--- src/rtl/async_sram_port.sv ---
module async_sram_port #(
  parameter int AW            = 17,
  parameter int DW            = 8,
  parameter int CLK_PERIOD_NS = 10,
  parameter int T_RC_NS       = 70,
  parameter int T_OE_NS       = 50,
  parameter int T_WC_NS       = 70,
  parameter int T_WP_NS       = 50,
  parameter int T_DW_NS       = 30,
  parameter int T_WHZ_NS      = 30
) (
  input  logic          clk,
  input  logic          rst_n,
  input  logic          req,
  input  logic          write,
  input  logic [AW-1:0] addr,
  input  logic [DW-1:0] wdata,
  output logic          ready,
  output logic          rvalid,
  output logic [DW-1:0] rdata,
  output logic [AW-1:0] mem_addr,
  output logic          mem_sel_n,
  output logic          mem_sel,
  output logic          mem_wr_n,
  output logic          mem_rd_n,
  output logic [DW-1:0] mem_dq_out,
  input  logic [DW-1:0] mem_dq_in,
  output logic          mem_dq_oe
);
  function automatic int cyc(input int ns);
    int c;
    c = (ns + CLK_PERIOD_NS - 1) / CLK_PERIOD_NS;
    return (c < 1) ? 1 : c;
  endfunction

  function automatic int max2(input int a, input int b);
    return (a > b) ? a : b;
  endfunction

  localparam int RD_CYC = max2(cyc(T_RC_NS), cyc(T_OE_NS));
  localparam int HZ_CYC = cyc(T_WHZ_NS);
  localparam int WP_CYC = cyc(T_WP_NS);
  localparam int WD_CYC = max2(max2(cyc(T_DW_NS), WP_CYC - HZ_CYC),
                               max2(cyc(T_WC_NS) - HZ_CYC - 1, 1));
  localparam int CNT_W  = $clog2(max2(max2(RD_CYC, HZ_CYC), WD_CYC) + 1);

  typedef enum logic [2:0] {S_IDLE, S_RD, S_WHZ, S_WDAT, S_WEND} state_t;

  state_t           state;
  logic [CNT_W-1:0] cnt;
  logic [AW-1:0]    addr_q;
  logic [DW-1:0]    wdata_q;

  always_ff @(posedge clk or negedge rst_n) begin
    if (!rst_n) begin
      state   <= S_IDLE;
      cnt     <= '0;
      addr_q  <= '0;
      wdata_q <= '0;
      rdata   <= '0;
      ready   <= 1'b0;
      rvalid  <= 1'b0;
    end else begin
      ready  <= 1'b0;
      rvalid <= 1'b0;
      case (state)
        S_IDLE: if (req) begin
          addr_q  <= addr;
          wdata_q <= wdata;
          if (write) begin
            state <= S_WHZ;
            cnt   <= CNT_W'(HZ_CYC - 1);
          end else begin
            state <= S_RD;
            cnt   <= CNT_W'(RD_CYC - 1);
          end
        end
        S_RD: if (cnt == '0) begin
          rdata  <= mem_dq_in;
          ready  <= 1'b1;
          rvalid <= 1'b1;
          state  <= S_IDLE;
        end else cnt <= cnt - 1'b1;
        S_WHZ: if (cnt == '0) begin
          state <= S_WDAT;
          cnt   <= CNT_W'(WD_CYC - 1);
        end else cnt <= cnt - 1'b1;
        S_WDAT: if (cnt == '0) state <= S_WEND;
                else cnt <= cnt - 1'b1;
        S_WEND: begin
          ready <= 1'b1;
          state <= S_IDLE;
        end
        default: state <= S_IDLE;
      endcase
    end
  end

  assign mem_addr   = addr_q;
  assign mem_sel_n  = (state == S_IDLE);
  assign mem_sel    = (state != S_IDLE);
  assign mem_rd_n   = (state != S_RD);
  assign mem_wr_n   = !(state == S_WHZ || state == S_WDAT);
  assign mem_dq_oe  = (state == S_WDAT || state == S_WEND);
  assign mem_dq_out = wdata_q;
endmodule

--- config.mk ---
export PLATFORM = sky130hd
export DESIGN_NAME = async_sram_port
export DESIGN_NICKNAME = d
export VERILOG_FILES = /design/src/rtl/async_sram_port.sv
export SDC_FILE = /design/constraint.sdc
export NUM_CORES = 1
export LEC_CHECK = 0
export BUFFER_PORTS_ARGS = -buffer_cell sky130_fd_sc_hd__buf_4
export CAP_MARGIN = 20
export CORE_AREA = 2 2 66 68
export CTS_CLUSTER_SIZE = 14
export DETAILED_ROUTE_END_ITERATION = 16
export DIE_AREA = 0 0 68 70
export GPL_ROUTABILITY_DRIVEN = 0
export HOLD_SLACK_MARGIN = 0.06
export PLACE_DENSITY = 0.79
export SLEW_MARGIN = 15
export SYNTH_ARGS = -nofsm -noshare
export SYNTH_HDL_FRONTEND = slang
export SYNTH_SLANG_ARGS = --single-unit
--- constraint.sdc ---
create_clock -name clk -period 1.81 [get_ports clk]
set_clock_uncertainty 0.1 [all_clocks]
set_input_delay 0.362 -clock clk [delete_from_list [all_inputs] [get_ports clk]]
set_output_delay 0.362 -clock clk [all_outputs]
set_load 0.02 [all_outputs]
==> results.yml <==
outcome:
  outcome: "finished, final reports clean"
synthesis:
  yosys_warnings: 0
  ys_types: 28
  synth_compound_area_share_pct: 3.430
  synth-xor-area-share_pct: 0
  synthCells: 122
  yosysTopAreaCell: "dfrtp_1"
  synthesis.area_um2: 1861
  ys_seq_elements: 41
  yosysTopAreaCellShare_pct: 55.14
  synthAdderAreaFrac_pct: 1.345
  synth_area_per_cell_um2: 15.25
  ys_top_cells_by_area: "dfrtp_1, mux2_4, buf_12"
  synth_mux_area_share_pct: 25.62
  synth_simple_gate_area_share_pct: 8.541
  synth-seq-area-share_pct: 55.14
  syn_nets: 161
  synth_top_family_by_area: "multiplexers"
setup_path:
  arrival_ns: 1.28
  cp-start-kind: "flop"
  cp_max_fo: 8
  critPathRequiredTime_ns: 1.35
  worstSetupEndpointType: "primary output"
  criticalPathCategory: "flop to primary output"
final_layout:
  fill_cells: 338
  drive_above_1_share_pct: 63.59
  fin_nets: 244
  diodes: 0
  mostFrequentLayoutCells: "buf_4, dfrtp_1, mux2_4, inv_1, clkbuf_8"
  final_common_cell: "buf_4"
  area.growth.synth_to_final_pct: 39.48
  stdcell_area_um2: 2595
global_routing:
  antenna_found_initial: 0
  grt_pass1_wl_um: 5920
  top_usage_layer: "met2"
  use_met1_pct: 22.64
  gr-total-overflow: 0
  grtUsageMet3_pct: 5.475
  met2_usage_pct: 25.35
  grt_pass1_vias: 1208
  track_usage_pct: 16.76
  grt_max_degree: 42
clocking:
  htree_levels: 2
  clk_latency_ns: 0.29
  cts_tree: "yes"
  cts_buffer_depth: 2
  cts_root_buffer: "clkbuf_8"
  numClockSinks: 41
  numCtsBuffers: 5
  cts.reportedPaths.clkPinSlew_ns: 0.08
detailed_routing:
  wl_per_cell_um: 14.57
  vias: 1257
  ant_nets: 0
  viasPerCell: 4.872
  drt-total-wl_um: 3759
  first_pass_iters: 4
  drt_iter0_drc: 91
  route.detailed.drc: 0
timing:
  finalHoldViolations: 0
  rsz0062_at_grt: "false"
  finalWorstSetupSlack_ns: 0.07164
  fin_crit_sh_pct: 96.04
  setup_viol: 0
  slew-limit-headroom_pct: 65.76
  post-route-min-period_ns: 1.738
  setup_tns_ns: 0
  slew_violations: 0
  tightest_slew_ns: 0.5136
  fmax_ghz: 0.5753
floorplan:
  core-area_um2: 4144
  num_io_pins: 77
  initial_utilization_pct: 44.90
  die_width_um: 68
  die_y_um: 70
  die_area_um2: 4760
  row_count: 24
power_and_ir_drop:
  leakage_nw: 1.330
  power_density_nw_per_um2: 1959
  peakVddDrop_v: 0.0008940
placement:
  dpl_cell_area_um2: 2470
  io_buffers: 76
  place_hpwl_um: 2776
  pre_cts_ws_ns: 0.1241
flow_run:
  maxCapViolCount: 0
hold_path:
  hp-class: "primary input to flop"
## final cells by class
type                       count  area [µm²]  area share [%]
clock inverter                 2       13.76          0.5304
timing repair buffer          82       650.6           25.07
tap                           52       65.06           2.507
sequential                    41        1027           39.59
inverter                       6       22.52          0.8679
multi-input combinational     69       733.2           28.25
clock buffer                   6       82.58           3.182
## worst max-delay path, stage by stage (launching register included)
cell and delay (ns):
dfrtp_1 0.42, buf_6 0.16, nor2b_4 0.13, nand2_1 0.08
nand2_1 0.07, buf_4 0.13
## metal layers
metal	vias up	share of wire, %
met1	610	43
met4	0	1.4
met3	5	11
met5	-	0
met2	60	45
li1	582	-
## state kept, by name, summed over array words and instances (netlist names)
register,count
mem_addr,17
ready,1
rvalid,1
cnt,3
rdata,8
state,3
mem_dq_out,8
## worst paths after layout
kind                                   start            to  slack, ns  depth (start not counted)
worst max-delay path                state[2]     mem_dq_oe       0.07                          5
worst min-delay path            mem_dq_in[7]      rdata[7]       0.19                          2
worst max register to register      state[0]  mem_addr[14]       0.14                          4
worst min register to register      rdata[4]      rdata[4]       0.42                          1
max in group asynchronous              rst_n      state[0]       0.73                          2
min in group asynchronous              rst_n  mem_addr[16]       0.48                          2
## Yosys cell counts (all sizes together)
| cell type | number |
|---|---|
| nor3 | 5 |
| dfrtp | 41 |
| nand2b | 3 |
| o21ba | 1 |
| a221oi | 1 |
| o21ai | 4 |
| nor2b | 1 |
| a21oi | 2 |
| inv | 6 |
| ha | 2 |
| mux2 | 33 |
| nand3b | 2 |
| nand2 | 5 |
| or2b | 1 |
| nor2 | 4 |
| buf | 6 |
| and3b | 1 |
| a22o | 1 |
| and2b | 1 |
| and2 | 1 |
| o22ai | 1 |
## stage by stage
stage | hold WS [ns] | util [%] | cells | total power [W]
3_5_place_dp | 0.2756 | 59.60 | 248 | 0.004453
6_report | 0.1934 | 62.62 | 258 | 0.005083
2_1_floorplan | -0.03359 | - | 122 | 0.003482
4_1_cts | 0.1834 | 62.17 | 257 | 0.005101
3_3_place_gp | 0.2703 | 59.60 | 248 | 0.004379
5_1_grt | 0.1783 | 62.62 | 258 | 0.005416
## what timing repair did
action                                 4_1_cts  5_1_grt
buffers inserted                             0        1
setup endpoints to repair                    0        1
hold buffers                                 1        0
gates resized for setup                      0        4
endpoints found under the hold margin       41        0
## power breakdown
group,switching [W],internal [W]
registers,0.000294,0.00138
clock network,0.000315,0.000309
logic,0.00127,0.00151
## kinds of logic after synthesis
kind of cell | count (synthesis)
and+or+nand+nor | 24
muxes | 33
DFF | 41
buffers and inverters | 12
adders and majority gates | 2
AOI/OAI and AO/OA | 10
(Power assumes the default switching activity.)
